## src/rtl/fault_pkg.sv

```systemverilog
package fault_pkg;
  localparam int unsigned DW      = 32;
  localparam int unsigned LANES   = DW / 8;
  localparam int unsigned CAUSE_W = 5;
  localparam int unsigned IDX_W   = 3;
  localparam int unsigned HEV_W   = 3;

  // Causes that capture an address
  localparam logic [CAUSE_W-1:0] CAUSE_DACC    = 5'd1;
  localparam logic [CAUSE_W-1:0] CAUSE_PRECISE = 5'd9;

  // Flag bits a cause code may set
  localparam logic [DW-1:0] CAUSE_MASK = 32'h030F_1F1B;
  localparam logic [DW-1:0] MVALID_M   = 32'h0000_0080;
  localparam logic [DW-1:0] BVALID_M   = 32'h0000_8000;
  localparam logic [DW-1:0] STAT_MASK  = CAUSE_MASK | MVALID_M | BVALID_M;
  localparam logic [DW-1:0] HARD_MASK  = 32'hC000_0002;

  typedef enum logic [IDX_W-1:0] {
    IDX_STAT  = 3'd0,
    IDX_HARD  = 3'd1,
    IDX_MADDR = 3'd2,
    IDX_BADDR = 3'd3,
    IDX_AUX   = 3'd4
  } reg_idx_e;

  function automatic logic [DW-1:0] lane_mask(input logic [LANES-1:0] be);
    logic [DW-1:0] m;
    m = '0;
    for (int i = 0; i < LANES; i++) begin
      m[i*8 +: 8] = {8{be[i]}};
    end
    return m;
  endfunction

  function automatic logic [DW-1:0] cause_onehot(input logic v,
                                                 input logic [CAUSE_W-1:0] c);
    logic [DW-1:0] s;
    s = (DW'(1) << c) & CAUSE_MASK;
    return v ? s : '0;
  endfunction

  function automatic logic [DW-1:0] hard_set(input logic [HEV_W-1:0] e);
    return {e[2], e[1], 28'd0, e[0], 1'b0};
  endfunction
endpackage

```

## src/rtl/fault_w1c_reg.sv

```systemverilog
module fault_w1c_reg #(
  parameter int unsigned W = 32,
  parameter logic [W-1:0] KEEP = '1
) (
  input  logic         clk,
  input  logic         rst_n,
  input  logic [W-1:0] set_i,
  input  logic [W-1:0] clr_i,
  output logic [W-1:0] q_o
);
  // set is applied after clear, so a colliding set survives
  always_ff @(posedge clk or negedge rst_n) begin
    if (!rst_n) q_o <= '0;
    else        q_o <= ((q_o & ~clr_i) | set_i) & KEEP;
  end
endmodule

```

## src/rtl/fault_status_bank.sv

```systemverilog
module fault_status_bank
  import fault_pkg::*;
#(
  parameter int unsigned FA_W = 32
) (
  input  logic               clk,
  input  logic               rst_n,
  input  logic               flt_valid,
  input  logic [CAUSE_W-1:0] flt_cause,
  input  logic [FA_W-1:0]    flt_addr,
  input  logic [DW-1:0]      sw_clr,
  output logic [DW-1:0]      stat_q,
  output logic [FA_W-1:0]    addr_q,
  output logic               mem_cap,
  output logic               bus_cap
);
  logic [DW-1:0] set_vec;
  logic [DW-1:0] clr_vec;

  assign mem_cap = flt_valid && (flt_cause == CAUSE_DACC);
  assign bus_cap = flt_valid && (flt_cause == CAUSE_PRECISE);

  // a capture marks its own kind valid and invalidates the other kind
  assign set_vec = cause_onehot(flt_valid, flt_cause)
                 | (mem_cap ? MVALID_M : '0)
                 | (bus_cap ? BVALID_M : '0);
  assign clr_vec = sw_clr
                 | (mem_cap ? BVALID_M : '0)
                 | (bus_cap ? MVALID_M : '0);

  fault_w1c_reg #(.W(DW), .KEEP(STAT_MASK)) u_stat (
    .clk   (clk),
    .rst_n (rst_n),
    .set_i (set_vec),
    .clr_i (clr_vec),
    .q_o   (stat_q)
  );

  // single store shared by both address kinds
  always_ff @(posedge clk or negedge rst_n) begin
    if (!rst_n)                 addr_q <= '0;
    else if (mem_cap || bus_cap) addr_q <= flt_addr;
  end
endmodule

```

## src/rtl/fault_read_mux.sv

```systemverilog
module fault_read_mux
  import fault_pkg::*;
(
  input  logic [IDX_W-1:0] idx,
  input  logic [DW-1:0]    lanes,
  input  logic [DW-1:0]    stat_w,
  input  logic [DW-1:0]    hard_w,
  input  logic [DW-1:0]    addr_w,
  input  logic [DW-1:0]    aux_w,
  output logic [DW-1:0]    rd_o
);
  logic [DW-1:0] sel;

  always_comb begin
    case (idx)
      IDX_STAT:             sel = stat_w;
      IDX_HARD:             sel = hard_w;
      IDX_MADDR, IDX_BADDR: sel = addr_w;
      IDX_AUX:              sel = aux_w;
      default:              sel = '0;
    endcase
  end

  assign rd_o = sel & lanes;
endmodule

```

## src/rtl/fault_capture.sv

```systemverilog
module fault_capture
  import fault_pkg::*;
#(
  parameter int unsigned FA_W  = 32,
  parameter int unsigned AUX_W = 32
) (
  input  logic               clk,
  input  logic               rst_n,
  input  logic               flt_valid,
  input  logic [CAUSE_W-1:0] flt_cause,
  input  logic [FA_W-1:0]    flt_addr,
  input  logic [HEV_W-1:0]   hf_evt,
  input  logic [AUX_W-1:0]   aux_in,
  input  logic               acc_valid,
  input  logic               acc_write,
  input  logic [IDX_W-1:0]   acc_idx,
  input  logic [LANES-1:0]   acc_be,
  input  logic [DW-1:0]      acc_wdata,
  output logic [DW-1:0]      rd_data
);
  logic              sw_wr;
  logic [DW-1:0]     lanes;
  logic [DW-1:0]     wr_ones;
  logic [DW-1:0]     clr_stat;
  logic [DW-1:0]     clr_hard;
  logic [AUX_W-1:0]  clr_aux;
  logic [DW-1:0]     stat_q;
  logic [DW-1:0]     hard_q;
  logic [AUX_W-1:0]  aux_q;
  logic [FA_W-1:0]   addr_q;
  logic              mem_cap;
  logic              bus_cap;
  logic [DW-1:0]     rd_mux;

  assign sw_wr    = acc_valid && acc_write;
  assign lanes    = lane_mask(acc_be);
  assign wr_ones  = acc_wdata & lanes;
  assign clr_stat = (sw_wr && acc_idx == IDX_STAT) ? wr_ones : '0;
  assign clr_hard = (sw_wr && acc_idx == IDX_HARD) ? wr_ones : '0;
  assign clr_aux  = (sw_wr && acc_idx == IDX_AUX)  ? AUX_W'(wr_ones) : '0;

  fault_status_bank #(.FA_W(FA_W)) u_bank (
    .clk       (clk),
    .rst_n     (rst_n),
    .flt_valid (flt_valid),
    .flt_cause (flt_cause),
    .flt_addr  (flt_addr),
    .sw_clr    (clr_stat),
    .stat_q    (stat_q),
    .addr_q    (addr_q),
    .mem_cap   (mem_cap),
    .bus_cap   (bus_cap)
  );

  fault_w1c_reg #(.W(DW), .KEEP(HARD_MASK)) u_hard (
    .clk   (clk),
    .rst_n (rst_n),
    .set_i (hard_set(hf_evt)),
    .clr_i (clr_hard),
    .q_o   (hard_q)
  );

  fault_w1c_reg #(.W(AUX_W), .KEEP({AUX_W{1'b1}})) u_aux (
    .clk   (clk),
    .rst_n (rst_n),
    .set_i (aux_in),
    .clr_i (clr_aux),
    .q_o   (aux_q)
  );

  fault_read_mux u_rmux (
    .idx    (acc_idx),
    .lanes  (lanes),
    .stat_w (stat_q),
    .hard_w (hard_q),
    .addr_w (DW'(addr_q)),
    .aux_w  (DW'(aux_q)),
    .rd_o   (rd_mux)
  );

  assign rd_data = acc_valid ? rd_mux : '0;
endmodule

```

## config.mk

```make
export PLATFORM = sky130hd
export DESIGN_NAME = fault_capture
export DESIGN_NICKNAME = d
export VERILOG_FILES = /design/src/rtl/fault_pkg.sv /design/src/rtl/fault_w1c_reg.sv /design/src/rtl/fault_status_bank.sv /design/src/rtl/fault_read_mux.sv /design/src/rtl/fault_capture.sv
export SDC_FILE = /design/constraint.sdc
export NUM_CORES = 1
export LEC_CHECK = 0
export CORE_UTILIZATION = 49
export DETAILED_ROUTE_END_ITERATION = 8
export PLACE_DENSITY = 0.87
export SLEW_MARGIN = 25
export SYNTH_ARGS = -nofsm -noshare
export SYNTH_HDL_FRONTEND = slang
export SYNTH_SLANG_ARGS = --single-unit
```

## constraint.sdc

```tcl
create_clock -name clk -period 4.1 [get_ports clk]
set_clock_uncertainty 0.15 [all_clocks]
set_input_delay 0.41 -clock clk [delete_from_list [all_inputs] [get_ports clk]]
set_output_delay 0.41 -clock clk [all_outputs]
set_load 0.05 [all_outputs]
```

==> reports/qor.txt <==
PostCTS Resize Cnt - 0
GR Util All Layers - 29.2%
Root Driver - clkbuf_8
WL/cell - 19.3 um
post-synthesis register bit count - 84
detailed router's first-iteration violation count - 212
RSZ-0062 raised after global routing - no
# diodes - 0
Clock Path Buffers - 2
Main synth FF type - dfrtp_1
status - finished with violations
Detail Route Antenna Nets - 0
Cell Area, Synth - 0.00428 sq mm
WP data required - 3.54 ns
CTS tree - yes
Synth Area in Simple Gates - 14.4%
Cell variety after synth - 35
Synth Area in Compound Gates - 16.8%
first-pass GRT wire length - 19.8 mm
CP Capture Type - output pin
Worst Hold Class - input pin to async pin
Max IR drop VDD - 205 uV
row cnt - 33
largest net degree at the start of global routing - 85
power per standard cell area - 330 mW/mm^2
PortBufs - 147
Skew-Pair Late Insertion Delay - 0.35 ns
Initial Utilization - 51.3%
vias in the first global route - 3988
Final min period - 3.41 ns
Avg Cell Area, Syn - 10.8 sq um
GPL Wtd Cong - 0.869
cells after synthesis - 396
Die H - 95.5 um
final WL - 12.4 mm
Max H-tree Level - 3
largest family of logic cells by synthesized area - compound AO/OA/AOI/OAI gates
Ys Warns - 0
reg-to-reg startpoint - u_bank.addr_q[15]
ratio of cells with drive above 1 in the final layout - 19.5%
Clock Pin Slew Worst Setup and Hold Paths - 0.07 ns
FFs w/ async S/R, synth - 100%
nets@finish - 652
sequential area share after synthesis - 49.1%
core area - 0.00834 sq mm
synth-to-layout area growth - 41.0%
Yosys top cell area share - 49.1%
CTS Sinks - 84
final hold slack - -0.0522 ns
Detailed Place HPWL - 8.85 mm
Lkg Pwr - 0.00244 uW
Max Fclk - 0.294 GHz
drc violations - 0
MaxCap Viol Count - 0
synth top area cells - dfrtp_1 (49%), mux2_4 (9.1%), o31ai_1 (6.5%)
final setup fails - 0
multiplexer share of the synthesized area - 15.2%
DIE AREA - 0.00911 sq mm
EDFF count, synth - 0
Fin. Hold Viols - 42
Mapped Nets - 512
initial antenna violation count - 0
I/O pins - 148
nature of the critical path startpoint - input pin
setup TNS - 0 ns
die width - 95.5 um
Remaining Overflow, GRT - 0
largest area contributor in the netlist - dfrtp_1
post-synthesis xor/xnor area fraction - 0%
via/cell ratio - 5.86
max-slew violations - 0
cts hold-fix bufs - 0
violated checks - hold timing
Worst Tran Pin Value - 0.927 ns
cts bufs inserted - 9
via count - 3772
Pre-antenna DRT Iters - 6
Post-CTS Setup Inserts - 0
Crit. Startpoint - acc_idx[0]
Synth Area in Adders - 0%
Max Fanout on Critical Path - 11
crit path kind - input pin to output pin
slew margin rel. - 38.0%
Final period util - 83.1%
critical path arrival - 2.85 ns
synth_stat cells (2+ instances only):
cell type  instances
buf_12             2
nor2_1            42
a31oi_1           11
nand3b_1           6
mux2_4            26
o31ai_1           37
nand2b_1          25
nor3_1             2
nand4_1            2
inv_1             13
clkbuf_1          10
and3_1             3
o22ai_1            2
buf_6              2
nand2_1           26
a21o_1             4
a22oi_1           29
mux2_2            23
o21ai_0           18
dfrtp_1           84
nand3_1            6
a21oi_1            3
buf_2              8
registers in the layout, summed over array words and instances, names as in the netlist:
| register | count |
|---|---|
| u_bank.u_stat.q_o | 17 |
| u_bank.addr_q | 32 |
| u_hard.q_o | 3 |
| u_aux.q_o | 32 |
cell families after synthesis:
group	count (synthesis)
flip-flops	84
multiplexers	49
AO/OA/AOI/OAI	105
buffers and inverters	36
AND/OR/NAND/NOR	122
stage by stage:
step	total power (uW)	setup WS, ns	utilization, %	std cells	instance area [sq um]
finish	1990	0.693	72.3	644	6030
global route	2090	0.527	72.3	644	6030
CTS	2000	0.725	72.3	644	6030
detailed placement	1500	0.733	70.4	630	5870
global placement	1480	0.810	70.4	630	5870
floorplan	1280	1.52	-	396	4280
placed cells by master (no fill, tap or decap), drive strengths merged, types with 11 or more instances in the layout:
cell type	count
clkbuf	11
o21ai	18
dfrtp	84
nand2b	26
nand2	26
nor2	42
a22oi	29
mux2	49
buf	37
o31ai	37
clkdlybuf4s50	115
a31oi	11
inv	13
worst paths after layout:
kind | end | slack, ns | depth (start not counted)
max in group asynchronous | u_aux.q_o[22] | 3.30 | 1
worst min-delay path | u_bank.addr_q[12] | -0.05 | 1
worst min register to register | u_aux.q_o[14] | 0.34 | 1
min in group clk | u_aux.q_o[14] | 0.34 | 1
worst max register to register | u_bank.addr_q[15] | 3.16 | 1
worst max-delay path | rd_data[4] | 0.69 | 5
final cells by class:
| cell class | instances | area, sq um |
|---|---|---|
| clock buffer | 11 | 141 |
| clock inverter | 3 | 15.0 |
| fill | 596 | 2310 |
| inverter | 13 | 48.8 |
| multi-input combinational | 276 | 1990 |
| sequential | 84 | 2100 |
| tap | 105 | 131 |
| timing repair buffer | 152 | 1610 |
where the power goes:
group	internal, uW	switching, uW
logic	280	194
registers	943	69.6
clock network	227	276
total	1450	540
worst max-delay path: stages:
cell	delay (ns)
clkdlybuf4s50_1	0.59
o21ai_0	0.48
nand3_1	0.37
nor2_1	0.19
clkdlybuf4s50_1	0.81
routing by layer:
| metal | vias to the layer above | routed length, um | global-route usage (%) |
|---|---|---|---|
| met5 | - | 0 | 0 |
| met3 | 35 | 882 | 6.54 |
| met1 | 1856 | 4950 | 35.5 |
| met2 | 170 | 6200 | 49.5 |
| li1 | 1711 | - | - |
| met4 | 0 | 378 | 12.9 |
Note: power is estimated with default switching activity, not from simulation.
